File: src/rtl/elg_pkg.sv
package elg_pkg;
  typedef enum logic [1:0] {
    LEN_NOM   = 2'd0,
    LEN_SHORT = 2'd1,
    LEN_LONG  = 2'd2
  } len_mode_e;

  typedef enum logic {
    DIR_ADV = 1'b0,
    DIR_RET = 1'b1
  } adj_dir_e;
endpackage

File: src/rtl/elg_timebase.sv
module elg_timebase
  import elg_pkg::*;
#(
  parameter int RATIO_W = 8,
  parameter int STEP_W  = 8,
  parameter int CNT_W   = 10
) (
  input  logic               clk_i,
  input  logic               rst_ni,
  input  logic [RATIO_W-1:0] ratio_i,
  input  logic [STEP_W-1:0]  step_i,
  input  logic               adj_vld_i,
  input  adj_dir_e           adj_dir_i,
  output logic               early_o,
  output logic               sym_end_o
);
  logic [CNT_W-1:0] cnt_q, base_len, half_len, step_ext, sym_len, last_idx;
  len_mode_e mode_q, mode_d;

  always_comb begin
    base_len = CNT_W'(ratio_i);
    step_ext = CNT_W'(step_i);
    half_len = base_len >> 1;
    unique case (mode_q)
      LEN_SHORT: sym_len = base_len - step_ext;
      LEN_LONG:  sym_len = base_len + step_ext;
      default:   sym_len = base_len;
    endcase
    last_idx = sym_len - CNT_W'(1);
  end

  assign sym_end_o = (cnt_q >= last_idx);
  assign early_o   = (cnt_q < half_len);

  always_comb begin
    mode_d = sym_end_o ? LEN_NOM : mode_q;
    if (adj_vld_i) mode_d = (adj_dir_i == DIR_ADV) ? LEN_SHORT : LEN_LONG;
  end

  always_ff @(posedge clk_i or negedge rst_ni) begin
    if (!rst_ni) begin
      cnt_q  <= '0;
      mode_q <= LEN_NOM;
    end else begin
      cnt_q  <= sym_end_o ? '0 : cnt_q + CNT_W'(1);
      mode_q <= mode_d;
    end
  end

  // correction lands one sample into the symbol it resizes
  adj_mid_sym_chk: assert property (@(posedge clk_i) disable iff (!rst_ni)
    adj_vld_i |-> cnt_q == CNT_W'(1));
endmodule

File: src/rtl/elg_phase_det.sv
module elg_phase_det #(
  parameter int SUM_W = 11
) (
  input  logic                    clk_i,
  input  logic                    rst_ni,
  input  logic                    data_i,
  input  logic                    early_i,
  input  logic                    sym_end_i,
  output logic                    err_vld_o,
  output logic signed [SUM_W-1:0] err_o
);
  localparam logic signed [SUM_W-1:0] P_ONE = SUM_W'(1);
  localparam logic signed [SUM_W-1:0] M_ONE = SUM_W'(-1);

  logic signed [SUM_W-1:0] se_q, sl_q, st_q, smp, se_n, sl_n, st_n, diff;

  always_comb begin
    smp  = data_i ? P_ONE : M_ONE;
    se_n = early_i ? se_q + smp : se_q;
    sl_n = early_i ? sl_q : sl_q + smp;
    st_n = st_q + smp;
    diff = se_n - sl_n;
  end

  always_ff @(posedge clk_i or negedge rst_ni) begin
    if (!rst_ni) begin
      se_q      <= '0;
      sl_q      <= '0;
      st_q      <= '0;
      err_o     <= '0;
      err_vld_o <= 1'b0;
    end else if (sym_end_i) begin
      se_q      <= '0;
      sl_q      <= '0;
      st_q      <= '0;
      // a tie in the whole-symbol sum counts as a one
      err_o     <= (st_n >= 0) ? diff : -diff;
      err_vld_o <= 1'b1;
    end else begin
      se_q      <= se_n;
      sl_q      <= sl_n;
      st_q      <= st_n;
      err_vld_o <= 1'b0;
    end
  end


  sum_split_chk: assert property (@(posedge clk_i) disable iff (!rst_ni)
    st_q == se_q + sl_q);

  err_pulse_chk: assert property (@(posedge clk_i) disable iff (!rst_ni)
    err_vld_o |=> !err_vld_o);
endmodule

File: src/rtl/elg_loop_filter.sv
module elg_loop_filter
  import elg_pkg::*;
#(
  parameter int THR_W  = 16,
  parameter int STEP_W = 8,
  parameter int SUM_W  = 11,
  parameter int ACC_W  = 18
) (
  input  logic                    clk_i,
  input  logic                    rst_ni,
  input  logic                    err_vld_i,
  input  logic signed [SUM_W-1:0] err_i,
  input  logic [THR_W-1:0]        thresh_i,
  input  logic [STEP_W-1:0]       step_i,
  output logic                    adj_vld_o,
  output adj_dir_e                adj_dir_o
);
  localparam logic signed [ACC_W:0] SAT_HI = (ACC_W+1)'(2**(ACC_W-1) - 1);
  localparam logic signed [ACC_W:0] SAT_LO = -SAT_HI - (ACC_W+1)'(1);

  logic signed [ACC_W-1:0] acc_q, acc_sat;
  logic signed [ACC_W:0]   sum_w;
  logic [ACC_W-1:0]        mag;
  logic                    fire;

  always_comb begin
    sum_w = (ACC_W+1)'(acc_q) + (ACC_W+1)'(err_i);
    if (sum_w > SAT_HI)      acc_sat = ACC_W'(SAT_HI);
    else if (sum_w < SAT_LO) acc_sat = ACC_W'(SAT_LO);
    else                     acc_sat = ACC_W'(sum_w);
    mag  = (acc_sat < 0) ? ACC_W'(-acc_sat) : ACC_W'(acc_sat);
    fire = err_vld_i && (step_i != '0) && (mag > ACC_W'(thresh_i));
  end

  always_ff @(posedge clk_i or negedge rst_ni) begin
    if (!rst_ni) begin
      acc_q     <= '0;
      adj_vld_o <= 1'b0;
      adj_dir_o <= DIR_ADV;
    end else if (err_vld_i) begin
      acc_q     <= fire ? '0 : acc_sat;
      adj_vld_o <= fire;
      adj_dir_o <= (acc_sat > 0) ? DIR_ADV : DIR_RET;
    end else begin
      adj_vld_o <= 1'b0;
    end
  end


  no_step_adj_chk: assert property (@(posedge clk_i) disable iff (!rst_ni)
    adj_vld_o |-> $past(step_i) != '0);

  acc_clr_chk: assert property (@(posedge clk_i) disable iff (!rst_ni)
    adj_vld_o |-> acc_q == '0);

  adj_pulse_chk: assert property (@(posedge clk_i) disable iff (!rst_ni)
    adj_vld_o |=> !adj_vld_o);
endmodule

File: src/rtl/elg_bit_sync.sv
module elg_bit_sync
  import elg_pkg::*;
#(
  parameter int RATIO_W = 8,
  parameter int THR_W   = 16,
  parameter int STEP_W  = 8
) (
  input  logic               clk_i,
  input  logic               rst_ni,
  input  logic               data_i,
  input  logic [RATIO_W-1:0] ratio_i,
  input  logic [THR_W-1:0]   thresh_i,
  input  logic [STEP_W-1:0]  step_i,
  output logic               data_clk_o
);
  localparam int CNT_W = RATIO_W + 2;
  localparam int SUM_W = CNT_W + 1;
  localparam int ACC_W = THR_W + 2;

  logic                    early, sym_end, err_vld, adj_vld;
  logic signed [SUM_W-1:0] err;
  adj_dir_e                adj_dir;

  elg_timebase #(.RATIO_W(RATIO_W), .STEP_W(STEP_W), .CNT_W(CNT_W)) u_tb (
    .clk_i(clk_i), .rst_ni(rst_ni), .ratio_i(ratio_i), .step_i(step_i),
    .adj_vld_i(adj_vld), .adj_dir_i(adj_dir),
    .early_o(early), .sym_end_o(sym_end)
  );

  elg_phase_det #(.SUM_W(SUM_W)) u_pd (
    .clk_i(clk_i), .rst_ni(rst_ni), .data_i(data_i),
    .early_i(early), .sym_end_i(sym_end),
    .err_vld_o(err_vld), .err_o(err)
  );

  elg_loop_filter #(.THR_W(THR_W), .STEP_W(STEP_W), .SUM_W(SUM_W), .ACC_W(ACC_W)) u_lf (
    .clk_i(clk_i), .rst_ni(rst_ni), .err_vld_i(err_vld), .err_i(err),
    .thresh_i(thresh_i), .step_i(step_i),
    .adj_vld_o(adj_vld), .adj_dir_o(adj_dir)
  );

  assign data_clk_o = early;

  // symbol errors arrive at the start of the early half
  err_at_start_chk: assert property (@(posedge clk_i) disable iff (!rst_ni)
    err_vld |-> data_clk_o);
endmodule

File: config.mk
export PLATFORM = sky130hd
export DESIGN_NAME = elg_bit_sync
export DESIGN_NICKNAME = d
export VERILOG_FILES = /design/src/rtl/elg_pkg.sv /design/src/rtl/elg_timebase.sv /design/src/rtl/elg_phase_det.sv /design/src/rtl/elg_loop_filter.sv /design/src/rtl/elg_bit_sync.sv
export SDC_FILE = /design/constraint.sdc
export NUM_CORES = 1
export LEC_CHECK = 0
export CAP_MARGIN = 20
export CORE_AREA = 3 3 120 122
export CTS_BUF_LIST = sky130_fd_sc_hd__clkbuf_8
export DETAILED_ROUTE_END_ITERATION = 8
export DIE_AREA = 0 0 123 125
export DONT_BUFFER_PORTS = 1
export PLACE_DENSITY = 0.81
export SYNTH_ARGS = -nofsm -noshare
export SYNTH_HDL_FRONTEND = slang
export SYNTH_SLANG_ARGS = --single-unit
File: constraint.sdc
create_clock -name clk_i -period 6 [get_ports clk_i]
set_input_delay 0.6 -clock clk_i [delete_from_list [all_inputs] [get_ports clk_i]]
set_output_delay 0.6 -clock clk_i [all_outputs]
set_load 0.03 [all_outputs]
# Word-level counts from Yosys, hierarchy flattened
# Cells that the tools add are included.
dict set report classes {
  reduce_logical 4
  magnitude_cmp 8
  n_eq_ne 2
  mux 19
  n_addsub 11
}
# op n
set op_table {}
lappend op_table {{two-way mux 11 bit} 7}
lappend op_table {{two-way mux 18 bit} 4}
lappend op_table {{adder 11 bit} 3}
lappend op_table {{one-hot mux 10 bit (2 select lines)} 1}
lappend op_table {{adder 18 x 11 -> 19 bit} 1}
lappend op_table {{> comparator 19 x 18 -> 1 bit, second input constant} 1}
lappend op_table {{< comparator 19 x 18 -> 1 bit, second input constant} 1}
lappend op_table {{> comparator 18 x 1 -> 1 bit, second input constant} 1}
lappend op_table {{> comparator 18 x 16 -> 1 bit} 1}
lappend op_table {{< comparator 18 x 1 -> 1 bit, second input constant} 1}
lappend op_table {{negation 18 bit} 1}
lappend op_table {{>= comparator 11 x 1 -> 1 bit, second input constant} 1}
lappend op_table {{negation 11 bit} 1}
lappend op_table {{subtractor 11 bit} 1}
lappend op_table {{adder 10 x 1 -> 10 bit, second input constant} 1}
lappend op_table {{>= comparator 10 bit} 1}
lappend op_table {{< comparator 10 x 7 -> 1 bit} 1}
lappend op_table {{two-way mux 10 bit} 1}
lappend op_table {{subtractor 10 x 1 -> 10 bit, second input constant} 1}
lappend op_table {{adder 8 x 8 -> 9 bit} 1}
lappend op_table {{subtractor 8 x 8 -> 9 bit} 1}
lappend op_table {{nonzero test 8 bit} 1}
lappend op_table {{two-way mux 2 bit} 3}
lappend op_table {{two-way mux 1 bit} 3}
lappend op_table {{4 further kinds} 5}
dict set report totals {
  wordCells 54
  output_inout_bits 1
  regBits 77
  inputBits 35
}

# Longest topological paths before layout
# Gate-level depths: netlist of the first run.
dict set report depth {
  depth_word 9
  mapped_depth 27
  mapped_depth_nobuf 26
}

# Hierarchy
# A second synthesis of the first run with hierarchy kept.
dict set report hier_totals {
  hier_cells 1043
  hier_area_um2 8737.1
}
# mod cells_each seq_area_each_um2 n_inst area_each_um2
set modules_own_cells {}
lappend modules_own_cells {elg_phase_det 415 1126.1 1 3733.6}
lappend modules_own_cells {elg_loop_filter 397 500.5 1 3135.5}
lappend modules_own_cells {elg_timebase 231 300.3 1 1868.0}

# Least setup slack after synthesis of the first run
# OpenSTA, ideal clock, no wires.
dict set report synth_timing {
  kind {register to register}
  from {register u_pd.err_o[10]}
  to {register u_lf.adj_vld_o}
  synth_period_minus_slack_ns 5.124
  required_time_ns 5.881
  stages_incl_launch_ff 24
  setup_time_ns 0.119
  setup_slack_ns 0.876
  n_path_buf 3
  t_arrival_ns 5.005
  path_cell_list {dfrtp_1 -> ha_1 -> clkbuf_1 -> a21oi_1 -> o21ai_0 -> a221oi_1 -> o31ai_2 -> buf_2 -> buf_1 -> o21ai_0 -> o21ai_0 -> ha_1 -> o21a_1 -> nand2_1 -> o21ai_0 -> xor2_1 -> ha_1 -> and3_1 -> nand3_1 -> or4_1 -> o211ai_1 -> a31o_2 -> o211ai_2 -> and2_1}
}
dict set report synth_via {
  elab_chain_len 9
  elab_cells_between_ends 11
  classes_between {add/sub (2); order compare (4); mux (4); reduce/logical (1)}
}
# item line
set synth_lines {}
lappend synth_lines {{start: declaration} elg_phase_det.sv:10} ;# output logic signed [SUM_W-1:0] err_o
lappend synth_lines {{start signal: assignment} elg_phase_det.sv:37} ;# err_o <= (st_n >= 0) ? diff : -diff;
lappend synth_lines {{adder 18 x 11 -> 19 bit (*)} elg_loop_filter.sv:27} ;# sum_w = (ACC_W+1)'(acc_q) + (ACC_W+1)'(err_i);
lappend synth_lines {{< comparator 19 x 18 -> 1 bit} elg_loop_filter.sv:29} ;# else if (sum_w < SAT_LO) acc_sat = ACC_W'(SAT_LO);
lappend synth_lines {{two-way mux 18 bit} elg_loop_filter.sv:29}
lappend synth_lines {{two-way mux 18 bit (*)} elg_loop_filter.sv:28} ;# if (sum_w > SAT_HI) acc_sat = ACC_W'(SAT_HI);
lappend synth_lines {{negation 18 bit or < comparator 18 x 1 -> 1 bit (tied branches)} elg_loop_filter.sv:31} ;# mag = (acc_sat < 0) ? ACC_W'(-acc_sat) : ACC_W'(acc_sat);
lappend synth_lines {{two-way mux 18 bit (*)} elg_loop_filter.sv:31}
lappend synth_lines {{> comparator 18 x 16 -> 1 bit (*)} elg_loop_filter.sv:32} ;# fire = err_vld_i && (step_i != '0) && (mag > ACC_W'(thresh_i));
lappend synth_lines {{logical AND 1 bit (*)} elg_loop_filter.sv:32}
lappend synth_lines {{two-way mux 1 bit (*)} elg_loop_filter.sv:40} ;# end else if (err_vld_i) begin
lappend synth_lines {{end signal: assignment} elg_loop_filter.sv:42} ;# adj_vld_o <= fire;
lappend synth_lines {{end: declaration} elg_loop_filter.sv:15} ;# output logic adj_vld_o,
# Every way passes the cells marked *; elsewhere a longest branch is shown, timed or not.
# A chain may end at the register's enable or synchronous reset.

# Worst setup path after layout of the first run
dict set report layout_timing {
  from {register u_pd.err_o[10]}
  to {register u_lf.acc_q[6]}
}
dict set report layout_via {
  elab_chain_len 9
  elab_cells_between_ends 11
  classes_between {add/sub (2); order compare (4); mux (4); reduce/logical (1)}
}
# item line
set layout_lines {}
lappend layout_lines {{adder 18 x 11 -> 19 bit (*)} elg_loop_filter.sv:27}
lappend layout_lines {{< comparator 19 x 18 -> 1 bit} elg_loop_filter.sv:29}
lappend layout_lines {{two-way mux 18 bit} elg_loop_filter.sv:29}
lappend layout_lines {{two-way mux 18 bit (*)} elg_loop_filter.sv:28}
lappend layout_lines {{negation 18 bit or < comparator 18 x 1 -> 1 bit (tied branches)} elg_loop_filter.sv:31}
lappend layout_lines {{two-way mux 18 bit} elg_loop_filter.sv:31}
lappend layout_lines {{> comparator 18 x 16 -> 1 bit} elg_loop_filter.sv:32}
lappend layout_lines {{logical AND 1 bit} elg_loop_filter.sv:32}
lappend layout_lines {{two-way mux 18 bit (*)} elg_loop_filter.sv:41} ;# acc_q <= fire ? '0 : acc_sat;
lappend layout_lines {{end signal: assignment} elg_loop_filter.sv:41}
lappend layout_lines {{end: declaration} elg_loop_filter.sv:21} ;# logic signed [ACC_W-1:0] acc_q, acc_sat;
# Marks and branches as above.

==> results of run 1 <==
-- per-stage QoR --
step / cells / cell area (µm²) / worst slack [ns] / util, % / hold WS [ns]
after floorplan: 1083 / 8650 / 0.876 / - / 0.304
after global placement: 1236 / 8820 / 0.583 / 66.4 / 0.311
after detailed placement: 1236 / 8820 / 0.374 / 66.4 / 0.311
after CTS: 1253 / 9090 / 0.350 / 68.4 / 0.133
after global routing: 1255 / 9110 / 0.0333 / 68.5 / 0.138
final: 1255 / 9110 / 0.296 / 68.5 / 0.106
-- flip-flops by register name (all words and copies together), names as in the netlist --
name	flops
u_lf.adj_vld_o	1
u_tb.mode_q	2
u_lf.adj_dir_o	1
u_pd.sl_q	11
u_pd.err_vld_o	1
u_lf.acc_q	18
u_pd.se_q	11
u_pd.err_o	11
u_tb.cnt_q	10
u_pd.st_q	11
-- routing by layer --
| metal | share of wire [%] | GRT usage, % | wire, µm | vias up |
|---|---|---|---|---|
| met2 | 48 | 44.7 | 9660 | 210 |
| met4 | 2.4 | 8.21 | 481 | 0 |
| met5 | 0 | 0 | 0 | - |
| met1 | 45 | 35.1 | 9160 | 3673 |
| li1 | - | - | - | 3846 |
| met3 | 5.0 | 4.43 | 1020 | 45 |
-- placed cells by master, fill, tap and decap left out, drive strengths merged, types with 4 or more instances in the layout --
| master | Yosys | layout |
|---|---|---|
| ha | 108 | 108 |
| inv | 97 | 99 |
| a21oi | 98 | 98 |
| nor2 | 89 | 89 |
| o21ai | 87 | 87 |
| dfrtp | 77 | 77 |
| nand2 | 68 | 68 |
| xnor2 | 60 | 60 |
| a21o | 32 | 32 |
| xor2 | 32 | 32 |
| nor2b | 27 | 27 |
| nand3 | 25 | 25 |
| nor3 | 19 | 19 |
| o21bai | 17 | 17 |
| o22ai | 17 | 17 |
| buf | 12 | 14 |
| and2 | 12 | 12 |
| o211ai | 11 | 11 |
| and3 | 10 | 10 |
| nand2b | 10 | 10 |
| clkbuf | 22 | 10 |
| mux2i | 9 | 9 |
| or3 | 9 | 9 |
| maj3 | 9 | 9 |
| o21a | 8 | 8 |
| a22oi | 8 | 8 |
| o31ai | 8 | 8 |
| a31oi | 7 | 7 |
| fa | 7 | 7 |
| nor4 | 6 | 6 |
| a221oi | 5 | 5 |
| o31a | 5 | 5 |
| nand3b | 5 | 5 |
| nand4 | 5 | 5 |
| or4 | 5 | 5 |
| a41o | 5 | 5 |
| a211oi | 5 | 5 |
| o211a | 4 | 4 |
| a21boi | 4 | 4 |
-- timing repair --
action                     CTS  global route
setup endpoints to repair    0             3
hold endpoints to repair    77             0
setup buffers                0             2
hold buffers                 1             0
gates resized for setup      0             1
-- worst paths after layout --
kind                                   to
setup / recovery            u_lf.acc_q[6]
hold / removal             u_lf.acc_q[12]
setup reg to reg            u_lf.acc_q[6]
hold reg to reg              u_pd.st_q[0]
max in group asynchronous  u_pd.err_o[10]
min in group clk_i           u_pd.st_q[1]
-- critical path, cell delays in order, from the launching register on --
cell and delay [ns]:
dfrtp_1 0.51, ha_1 0.45, a21oi_1 0.28, o211ai_1 0.18
a22o_1 0.26, a21o_1 0.22, a21boi_4 0.30, nor2_1 0.12
a21o_1 0.27, o21ai_0 0.27, ha_1 0.24, o21ai_0 0.09
and4bb_2 0.36, a21oi_1 0.10, xnor2_1 0.17, ha_1 0.32
nand3_1 0.08, or4_1 0.52, o211ai_1 0.11, a31o_2 0.24
nand3_2 0.27, o22ai_1 0.26
-- logic make-up (layout without fill, tap and decap cells) --
| logic type | Yosys count | in the layout |
|---|---|---|
| mux | 11 | 11 |
| buf+inv | 132 | 128 |
| fa+ha+maj | 124 | 124 |
| xor+xnor | 92 | 92 |
| flops | 77 | 77 |
| compound gates | 343 | 343 |
| simple gates | 304 | 304 |
-- cell type report --
| class | count | area, µm² | share of cell area, % |
|---|---|---|---|
| clock buffer | 10 | 138 | 1.51 |
| tap | 176 | 220 | 2.42 |
| multi-input combinational | 874 | 6230 | 68.4 |
| timing repair buffer | 14 | 125 | 1.37 |
| sequential | 77 | 1930 | 21.1 |
| inverter | 98 | 368 | 4.04 |
| clock inverter | 6 | 103 | 1.13 |
==> metrics.csv, run 1 <==
stage,metric,value,unit
outcome,status,"complete, no violations",
placement,hpwlAfterDp,15800,µm
sta,finalSetupViolations,0,
yosys,synth_compound_area_share,25.4,%
floorplan,ios,36,
cts,clkSlewWorstSetupHoldPaths,0.07,ns
hold_path,hold_class,input port to asynchronous set/reset pin,
yosys,synthArstFlopShare,100,%
yosys,synth_cell_types,77,
setup_path,worst_ep_required_time,6.27,ns
job,drv_cap,0,
yosys,ys_seq_area_share,22.3,%
floorplan,die_area,0.0154,mm²
yosys,synthDominantCellAreaShare,22.3,%
floorplan,die_x,123,µm
yosys,synth_fp_nets,1233,
route,vias,7774,
yosys,ys_top_cells_by_area,"dfrtp_1 (22%), ha_1 (16%), xnor2_1 (6.1%)",
route,wl_per_cell,16.2,µm
global_route,antenna_found_initial,0,
setup_path,crit_start,u_pd.err_o[10],
cts,cts_tree,built,
setup_path,cp.arrival,5.97,ns
route,drtIter0Drc,530,
yosys,synth_fa_ha_area_share,18.3,%
placement,place.port_buffers,0,
sta,finalHoldViolations,0,
route,drt-pass1-iter-count,5,
yosys,synth_area,0.00865,mm²
cells_and_area,fillers,1129,
route,ant_nets,0,
yosys,syn_avg_cell_area,7.99,µm²
yosys,ys_ff_latch,77,
yosys,synth.area.mux_share,1.30,%
sta,max-slew-margin-rel,35.2,%
floorplan,die_y,125,µm
yosys,synth_top_cell_by_area,dfrtp_1,
yosys,syn_inst,1083,
setup_path,cp-start-kind,flop,
setup_path,reg2reg_setup_slack,0.30,ns
setup_path,cp_max_fo,10,
global_route,grt_usage,26.6,%
floorplan,coreArea,0.0133,mm²
sta,worstMarginPinSlew,0.972,ns
floorplan,initial_core_util,65.1,%
global_route,grt_max_degree,78,
route,drc_errors,0,
sta,fmax,175,MHz
yosys,synth_edf_count,0,
cts,cts_buffers,9,
yosys,synth_top_family_by_area,compound AO/OA/AOI/OAI gates,
cts,cts-root-buf,clkbuf_8,
sta,rsz0062_at_grt,no,
cells_and_area,drive_gt1_share,5.10,%
cells_and_area,antennaDiodeCount,0,
global_route,grt_pass1_vias,7426,
global_route,grt_overflow,0,
yosys,ys.flop_type,dfrtp_1,
setup_path,timing_worst_setup_path_type,flop to flop,
yosys,yosys.area_share.simple,17.6,%
setup_path,cp-end-kind,flop,
sta,clock_skew,0.0123,ns
cells_and_area,fin_nets,1224,
route,viasPerCell,6.19,
cells_and_area,area_delta_synth_final,5.31,%
yosys,ys_warn_count,0,
setup_path,rr_worst_depth,21,
yosys,synth_most_common_cell,ha_1,
cts,insertion_delay,0.37,ns
placement,finalWeightedCongestion,0.943,
yosys,synth-xor-area-share,9.31,%
setup_path,r2r-start,u_pd.err_o[10],
yosys,synth_common_cells,"ha_1 (108), inv_1 (97), a21oi_1 (96)",
cts,cts.sinks,77,
sta,slew_viol_final,0,
sta,fin_crit_sh,95.1,%
sta,tns,0,ns
floorplan,num_rows,42,
global_route,grt_pass1_wl,33900,µm
route,drt-total-wl,20300,µm
cts,cts_buffer_depth,2,
cts,htree_levels,3,
sta,min_period,5.70,ns
Power of run 1 is not shown: default switching activity piles up to over one toggle a cycle in this logic, so the estimate is an artifact.
==> run 2: changes to the inputs <==
Settings changed: HOLD_SLACK_MARGIN set to 0.08.
==> results of run 2 <==
The final DEF is identical to that of run 1; final timing and power are the same.
Power of run 2 is left out for the same reason.
==> run 3: changes to the inputs <==
Settings changed: CELL_PAD_IN_SITES_DETAIL_PLACEMENT set to 0, CELL_PAD_IN_SITES_GLOBAL_PLACEMENT set to 2, CORE_AREA 3 3 120 122 to 3 3 150 152, DIE_AREA 0 0 123 125 to 0 0 153 155, PLACE_DENSITY 0.81 to 0.84, RECOVER_POWER set to 25.
==> run 3 against run 2 <==
Against the previous run:
- the flow now finishes with violations (max-capacitance violations, max-slew violations)
- fmax increased by 2.2%
- non-clock buffer count decreased by 1
- worst hold slack improved by 0.34 ns
- setup slack improved by 0.12 ns
- cell count increased by 7.6%
- sequential share of layout area decreased by 0.23 points
- register-to-register slack improved by 0.12 ns
- flip-flop and latch count unchanged
- global-route usage decreased by 7.8 points
==> metrics.csv, run 3 (synthesis gave the netlist of run 1 again) <==
stage,metric,value,unit
global_route,grt_overflow,0,
cells_and_area,fillers,2162,
placement,finalWeightedCongestion,0.892,
setup_path,worst_ep_required_time,6.27,ns
global_route,grt_pass1_vias,7340,
cts,cts_buffer_depth,2,
sta,fin_crit_sh,93.0,%
sta,clock_skew,0.0116,ns
cts,cts_buffers,9,
sta,tns,0,ns
route,viasPerCell,5.57,
floorplan,die_area,0.0237,mm²
outcome,violations,"max-capacitance violations, max-slew violations",
floorplan,coreArea,0.0212,mm²
cts,cts_tree,built,
cells_and_area,fin_nets,1223,
setup_path,cp-start-kind,flop,
setup_path,critical_path.cell_chain,"ha_1, a21oi_1, o211ai_1, a22o_1, a21o_1, a21boi_4, nor2_1, a21o_1, o21ai_0, ha_1, o21a_1, nand2_1, o21ai_0, xor2_1, ha_1, and3_1, nand3_1, or4_1, o211ai_1, a31o_2, nand3_4, o22ai_1",
floorplan,die_x,153,µm
global_route,grt_max_degree,78,
route,drtIter0Drc,421,
cells_and_area,area_delta_synth_final,6.45,%
sta,worstMarginPinSlew,4.35,ns
route,wl_per_cell,16.3,µm
cts,clkSlewWorstSetupHoldPaths,0.09,ns
job,drv_cap,1,
cells_and_area,antennaDiodeCount,0,
route,drt-pass1-iter-count,5,
setup_path,cp.arrival,5.85,ns
cts,cts.sinks,77,
setup_path,timing_worst_setup_path_type,flop to flop,
sta,rsz0062_at_grt,no,
floorplan,initial_core_util,40.9,%
cts,post_cts_buffers,0,
global_route,grt_usage,18.8,%
cells_and_area,final_common_cell,ha_1,
setup_path,crit_buf_inv,0,
route,vias,7525,
sta,min_period,5.58,ns
placement,place.port_buffers,0,
cts,htree_levels,3,
setup_path,cpMaxStageDelayCell,or4_1,
cts,insertion_delay,0.37,ns
global_route,antenna_found_initial,0,
route,ant_nets,0,
sta,finalSetupViolations,0,
sta,fmax,179,MHz
cells_and_area,layout_common_cells,"ha_1 (107), inv_1 (97), a21oi_1 (95)",
outcome,status,finished with violations,
floorplan,ios,36,
sta,max-slew-margin-rel,-190,%
setup_path,cp-end-kind,flop,
setup_path,crit_path_max_incr_delay,0.53,ns
setup_path,cp_max_fo,10,
route,drc_errors,0,
sta,finalHoldViolations,0,
floorplan,num_rows,53,
hold_path,hold_class,input port to flop,
setup_path,cp_common_cell,ha_1,
cells_and_area,largest_reg_flops,18,
cts,cts-root-buf,clkbuf_8,
sta,slew_viol_final,78,
floorplan,die_y,155,µm
cells_and_area,drive_gt1_share,5.39,%
route,drt-total-wl,22000,µm
global_route,grt_pass1_wl,37300,µm
setup_path,crit_family,compound AO/OA/AOI/OAI gates,
cells_and_area,largest_register,u_lf.acc_q,
placement,hpwlAfterDp,17200,µm
-- run 3: cell count changes in the layout (fill, tap and decap cells not counted), sizes merged --
cell	delta
inv	-2
bufinv	-1
buf	-2
clkinvlp	+1
clkinv	+1
-- run 3: what timing repair did --
| item | in CTS | in global routing |
|---|---|---|
| hold endpoints to repair | 77 | 0 |
| endpoints found under the setup margin | 0 | 10 |
| hold buffers | 1 | 0 |
| resized for setup | 0 | 8 |
-- run 3: through the flow --
stage	hold slack [ns]	setup WS, ns	util [%]	cell area [µm²]	std cells
3_5_place_dp	0.308	0.391	42.4	8970	1336
2_1_floorplan	0.304	0.876	-	8650	1083
3_3_place_gp	0.309	0.462	42.4	8970	1336
4_1_cts	0.132	0.347	43.5	9200	1351
6_report	0.450	0.420	43.5	9210	1351
5_1_grt	0.443	0.0709	43.5	9210	1351
-- run 3: final timing paths --
path	startpoint	end	slack (ns)	cells past startpoint
worst max-delay path	u_pd.err_o[10]	u_lf.acc_q[3]	0.42	22
worst min-delay path	data_i	u_pd.st_q[1]	0.45	2
worst max register to register	u_pd.err_o[10]	u_lf.acc_q[3]	0.42	22
worst min register to register	u_pd.st_q[0]	u_pd.st_q[0]	0.47	1
max in group asynchronous	rst_ni	u_pd.se_q[4]	1.78	1
min in group asynchronous	rst_ni	u_pd.err_o[10]	1.75	1
-- run 3: layout make-up --
type,instances,area (µm²),share of cell area [%]
Sequential cell,77,1930,20.9
Tap cell,275,344,3.74
Inverter,98,368,3.99
Timing Repair Buffer,13,106,1.15
Clock inverter,5,77.6,0.842
Clock buffer,9,124,1.34
Multi-Input combinational cell,874,6260,68.0
-- run 3: metal layers --
layer	vias to the layer above	part of all wire (%)	GRT usage [%]	wire length (µm)
met5	-	0	0	0
met4	0	1.6	4.92	344
met3	26	2.5	2.09	554
met2	113	46	31.3	10100
met1	3537	50	26.3	10900
li1	3849	-	-	-
Power of run 3 is left out for the same reason.
